<file path="src/rtl/ringNicPkg.sv">
package ringNicPkg;
  localparam logic [1:0] ADDR_INBUF   = 2'b00;
  localparam logic [1:0] ADDR_INSTAT  = 2'b01;
  localparam logic [1:0] ADDR_OUTBUF  = 2'b10;
  localparam logic [1:0] ADDR_OUTSTAT = 2'b11;

  typedef enum logic [1:0] {
    RD_NONE,
    RD_INBUF,
    RD_INSTAT,
    RD_OUTSTAT
  } rdSel_e;

  typedef struct packed {
    logic   loadOut;
    logic   loadIn;
    logic   drive;
    rdSel_e rdSel;
  } nicStrobe_t;
endpackage

</file>
<file path="src/rtl/ringNicCtrl.sv">
module ringNicCtrl
  import ringNicPkg::*;
#(
  parameter logic INJECT_POL = 1'b0
) (
  input  logic       clk,
  input  logic       rst,
  input  logic       cpuEn,
  input  logic       cpuWrEn,
  input  logic [1:0] cpuAddr,
  input  logic       netInSend,
  input  logic       netOutReady,
  input  logic       netPolarity,
  output nicStrobe_t strb,
  output logic       inFull,
  output logic       outFull
);
  logic rdReq;
  logic wrReq;
  logic sendNow;
  logic inRelease;

  assign rdReq     = cpuEn & ~cpuWrEn;
  assign wrReq     = cpuEn & cpuWrEn;
  assign sendNow   = outFull & netOutReady & (netPolarity == INJECT_POL);
  assign inRelease = rdReq & (cpuAddr == ADDR_INBUF);

  always_comb begin
    strb.loadOut = wrReq & (cpuAddr == ADDR_OUTBUF) & ~outFull;
    strb.loadIn  = netInSend & ~inFull;
    strb.drive   = sendNow;
    strb.rdSel   = RD_NONE;
    if (rdReq) begin
      unique case (cpuAddr)
        ADDR_INBUF:   strb.rdSel = RD_INBUF;
        ADDR_INSTAT:  strb.rdSel = RD_INSTAT;
        ADDR_OUTSTAT: strb.rdSel = RD_OUTSTAT;
        default:      strb.rdSel = RD_NONE;
      endcase
    end
  end

  always_ff @(posedge clk) begin
    if (rst) begin
      inFull  <= 1'b0;
      outFull <= 1'b0;
    end else begin
      if (strb.loadIn)   inFull <= 1'b1;
      else if (inRelease) inFull <= 1'b0;

      if (strb.loadOut)  outFull <= 1'b1;
      else if (sendNow)  outFull <= 1'b0;
    end
  end
endmodule

</file>
<file path="src/rtl/ringNicDatapath.sv">
module ringNicDatapath
  import ringNicPkg::*;
#(
  parameter int DATA_W = 64
) (
  input  logic              clk,
  input  logic              rst,
  input  nicStrobe_t        strb,
  input  logic              inFull,
  input  logic              outFull,
  input  logic [DATA_W-1:0] cpuDataIn,
  input  logic [DATA_W-1:0] netInData,
  output logic [DATA_W-1:0] cpuDataOut,
  output logic [DATA_W-1:0] netOutData
);
  localparam int PAD_W = DATA_W - 1;

  logic [DATA_W-1:0] inBuf;
  logic [DATA_W-1:0] outBuf;
  logic [DATA_W-1:0] rdData;

  always_comb begin
    unique case (strb.rdSel)
      RD_INBUF:   rdData = inBuf;
      RD_INSTAT:  rdData = {{PAD_W{1'b0}}, inFull};
      RD_OUTSTAT: rdData = {{PAD_W{1'b0}}, outFull};
      default:    rdData = '0;
    endcase
  end

  always_ff @(posedge clk) begin
    if (rst) begin
      inBuf      <= '0;
      outBuf     <= '0;
      cpuDataOut <= '0;
    end else begin
      if (strb.loadIn)  inBuf  <= netInData;
      if (strb.loadOut) outBuf <= cpuDataIn;
      cpuDataOut <= rdData;
    end
  end

  assign netOutData = strb.drive ? outBuf : '0;
endmodule

</file>
<file path="src/rtl/ringNic.sv">
module ringNic
  import ringNicPkg::*;
#(
  parameter int   DATA_W     = 64,
  parameter logic INJECT_POL = 1'b0
) (
  input  logic              clk,
  input  logic              rst,
  input  logic              cpuEn,
  input  logic              cpuWrEn,
  input  logic [1:0]        cpuAddr,
  input  logic [DATA_W-1:0] cpuDataIn,
  output logic [DATA_W-1:0] cpuDataOut,
  input  logic              netInSend,
  output logic              netInReady,
  input  logic [DATA_W-1:0] netInData,
  output logic              netOutSend,
  input  logic              netOutReady,
  output logic [DATA_W-1:0] netOutData,
  input  logic              netPolarity
);
  nicStrobe_t strb;
  logic       inFull;
  logic       outFull;

  ringNicCtrl #(.INJECT_POL(INJECT_POL)) u_ctrl (
    .clk(clk), .rst(rst), .cpuEn(cpuEn), .cpuWrEn(cpuWrEn), .cpuAddr(cpuAddr),
    .netInSend(netInSend), .netOutReady(netOutReady), .netPolarity(netPolarity),
    .strb(strb), .inFull(inFull), .outFull(outFull)
  );

  ringNicDatapath #(.DATA_W(DATA_W)) u_dp (
    .clk(clk), .rst(rst), .strb(strb), .inFull(inFull), .outFull(outFull),
    .cpuDataIn(cpuDataIn), .netInData(netInData),
    .cpuDataOut(cpuDataOut), .netOutData(netOutData)
  );

  assign netInReady = ~inFull;
  assign netOutSend = strb.drive;
endmodule

</file>
<file path="config.mk">
export PLATFORM = sky130hd
export DESIGN_NAME = ringNic
export DESIGN_NICKNAME = d
export VERILOG_FILES = /design/src/rtl/ringNicPkg.sv /design/src/rtl/ringNicCtrl.sv /design/src/rtl/ringNicDatapath.sv /design/src/rtl/ringNic.sv
export SDC_FILE = /design/constraint.sdc
export NUM_CORES = 1
export LEC_CHECK = 0
export CORE_MARGIN = 10
export CORE_UTILIZATION = 40
export DETAILED_ROUTE_END_ITERATION = 8
export PLACE_DENSITY = 0.73
export SETUP_SLACK_MARGIN = 0.15
export SLEW_MARGIN = 0
export SYNTH_ARGS = -nofsm -noshare
export SYNTH_HDL_FRONTEND = slang
export SYNTH_HIERARCHICAL = 1
export SYNTH_SLANG_ARGS = --single-unit
</file>
<file path="constraint.sdc">
create_clock -name clk -period 1.6 [get_ports clk]
set_input_delay 0.16 -clock clk [delete_from_list [all_inputs] [get_ports clk]]
set_output_delay 0.16 -clock clk [all_outputs]
set_load 0.1 [all_outputs]
</file>
==> results.json <==
{
  "cpLargestDelayFamily": "buffers and inverters",
  "yosysTopAreaCell": "dfxtp_1",
  "rr_startpoint": "u_ctrl/outFull",
  "worst-path-buf-inv": 4,
  "grtUsageTotal": 0.1849,
  "grt_busiest_layer": "met2",
  "synthAdderAreaFrac": 0.009099,
  "violations": "setup timing",
  "cts_tree": "yes",
  "status": "complete, but fails checks",
  "crit_path_end": "netOutData[11]",
  "hpwl_mm": 14.96,
  "num_vias": 5414,
  "clk_path_buf_depth": 2,
  "crit_fanout": 5,
  "maxSlewViolCount": 0,
  "p_clk_frac": 0.418,
  "r2r_end": "u_dp/outBuf[53]",
  "p_leak_nw": 5.031,
  "synth_xor_area_frac": 0,
  "worstHoldPathType": "in2reg",
  "die-area_um2": 22830,
  "powerDensity_nw_per_um2": 846.2,
  "slew-limit-headroom": 0.7066,
  "placed_area_um2": 11290,
  "rr_worst_depth": 7,
  "core_um2": 16700,
  "end_kind": "output port",
  "synthMuxAreaShare": 0.1878,
  "dieHeight_um": 151.1,
  "startpoint": "u_ctrl/outFull",
  "min_period_ns": 1.761,
  "grt_util_met1": 0.2032,
  "synth_compound_area_frac": 0.002366,
  "synth_top_family_by_area": "simple AND/OR/NAND/NOR gates",
  "ys_seq_area_frac": 0.5649,
  "yosys.area_share.simple": 0.1989,
  "async_flop_share": 0,
  "dp.cells": 1113,
  "yosysMostFrequentCell": "dfxtp_1",
  "path_class": "reg2out",
  "rsz0062_at_grt": "true",
  "hold_ws_ns": 0.2662,
  "htreeDepth": 4,
  "cts_root_buf": "clkbuf_16",
  "syn-num-nets": 788,
  "cp_slowest_cell": "dfxtp_2",
  "setup_slack_ns": -0.1606,
  "cts.clk_slew.worst_paths_ns": 0.07,
  "syn_avg_cell_area_um2": 10.64,
  "drt_wl_total_mm": 21.81,
  "ys_warn_count": 6,
  "switchingPower_mw": 2.513,
  "grt_pass1_wl_mm": 32.20,
  "cts_buffers": 17,
  "seq_power_share": 0.477,
  "setup_viol": 65,
  "drt_pass1_iterations": 4,
  "num-fill-cells": 1092,
  "grt_max_degree": 95,
  "required_ns": 1.44,
  "clock_sinks": 194,
  "port-buffer-count": 266,
  "power_frac_comb": 0.104,
  "crit_chain": "inv_2 -> nor2_4 -> buf_6 -> clkbuf_16 -> and2_4 -> buf_12",
  "yosys.area.top_type_share": 0.5649,
  "instances_no_fill": 1174,
  "met2_usage": 0.3209,
  "nets": 1083,
  "syn_inst": 646,
  "netlist_top_cells_count": "dfxtp_1 (194), nor2_1 (133), mux2i_1 (129)",
  "ys_ff_latch": 194,
  "vias_per_cell": 4.612,
  "synth_flop_cell": "dfxtp_1",
  "drc": 0,
  "hold_viol_final": 0,
  "rrSetupSlack_ns": 0,
  "ios": 267,
  "globalplace.congestion": 0.7605,
  "final_cell_area_um2": 12500,
  "ys_types": 20,
  "area_growth_syn_to_layout_pct": 81.78,
  "ir_drop_mv": 0.6988,
  "swShare": 0.2376,
  "synth_edf_count": 0,
  "wire_per_inst_um": 18.57,
  "worst_path_largest_cell_delay_ns": 0.34,
  "tightestPinTransition_ns": 0.4401,
  "place_ws_ns": -0.3317,
  "fp-row-count": 47,
  "clock_skew_ns": 0.01191,
  "fin_crit_sh": 1.100,
  "p_total_mw": 10.58,
  "synth.area.top_cells": "dfxtp_1 (56%), mux2i_1 (19%), and2_1 (12%), nor2_1 (7.3%), buf_4 (1.6%)",
  "first_global_vias": 5516,
  "initial_core_util": 0.4117,
  "chipWidth_um": 151.1,
  "drv_cap": 0,
  "overflow": 0,
  "clock_latency_ns": 0.43,
  "synth.cell_area_um2": 6875,
  "cp.depth": 6,
  "antenna_found_initial": 1,
  "clock.fmax_ghz": 0.5680,
  "drive_gt1_frac": 0.3043,
  "cp.arrival_ns": 1.60,
  "critPathLaunchType": "flip-flop",
  "drt-initial-drc-count": 163,
  "p_int_mw": 8.063,
  "ant_nets": 0,
  "met3_usage": 0.06295
}
cell families after synthesis:
logic type | count (synthesis)
AOI/OAI and AO/OA | 3
adders and majority gates | 5
buffers and inverters | 46
DFF | 194
muxes | 129
and+or+nand+nor | 269
worst min path at each step:
stage	end	cells after the start	startpoint	slack [ns]
after floorplan	u_ctrl/outFull	1	rst	0.22
after global placement	u_dp/cpuDataOut[61]	1	u_dp/inBuf[61]	0.43
after detailed placement	u_dp/cpuDataOut[24]	1	u_dp/inBuf[24]	0.44
after CTS	u_dp/cpuDataOut[3]	4	rst	0.26
after global routing	u_dp/cpuDataOut[11]	4	rst	0.27
final	u_dp/cpuDataOut[3]	4	rst	0.27
routing by layer:
| layer | up-vias | routed length, µm |
|---|---|---|
| met4 | 0 | 545 |
| met1 | 2557 | 8423 |
| met5 | - | 0 |
| met3 | 31 | 1575 |
| met2 | 149 | 11260 |
| li1 | 2677 | - |
power groups by stage:
stage / registers (mW) / logic, mW / clock network [mW]
floorplan: 5.22 / 0.407 / 0
global placement: 5.15 / 1.01 / 0
detailed placement: 5.16 / 1.02 / 0
CTS: 5.05 / 1.09 / 4.50
global route: 5.06 / 1.18 / 4.69
finish: 5.05 / 1.10 / 4.43
worst reg2reg max path, stage by stage, from the launching register on:
cell and delay, ns:
dfxtp_2 0.33, buf_4 0.14, and4b_4 0.40, buf_6 0.15, buf_12 0.10, buf_16 0.11, mux2i_1 0.19, nor2_1 0.06
placed cells by master, fill, tap and decap left out, types with 4 or more instances in the layout:
| cell | instances |
|---|---|
| mux2i_1 | 125 |
| ha_1 | 5 |
| clkbuf_16 | 19 |
| and2_2 | 13 |
| buf_12 | 142 |
| clkdlybuf4s50_1 | 133 |
| and2_1 | 63 |
| buf_6 | 14 |
| buf_16 | 9 |
| mux2i_2 | 4 |
| buf_4 | 15 |
| and2_4 | 51 |
| dfxtp_1 | 193 |
| nor2_1 | 131 |
through the flow:
| stage | util | TNS, ns |
|---|---|---|
| after floorplan | - | -6.751 |
| after global placement | 0.6763 | -41.35 |
| after detailed placement | 0.6763 | -44.61 |
| after CTS | 0.7400 | -7.622 |
| after global routing | 0.7482 | -12.75 |
| final | 0.7484 | -8.089 |
what timing repair did:
item / CTS / global route
pin swaps: 15 / 6
endpoints found under the hold margin: 0 / 0
cloned: 11 / 3
resized for setup: 56 / 19
hold buffers: 0 / 0
buffers inserted: 10 / 5
endpoints found under the setup margin: 169 / 158
layout make-up:
class	count	area (µm²)	share of cell area
Timing Repair Buffer	317	4760	0.3808
Clock buffer	19	452.9	0.03624
Clock inverter	12	168.9	0.01351
Antenna cell	1	2.502	0.0002002
Multi-Input combinational cell	407	2939	0.2352
Sequential cell	194	3885	0.3108
Tap cell	220	275.3	0.02202
Inverter	4	15.01	0.001201
flip-flops by register name, summed over array words and instances, names as in the netlist:
register,cells
u_dp/inBuf,64
u_dp/cpuDataOut,64
u_ctrl/inFull,1
u_ctrl/outFull,1
u_dp/outBuf,64
Note: power is estimated with default switching activity, not from simulation.
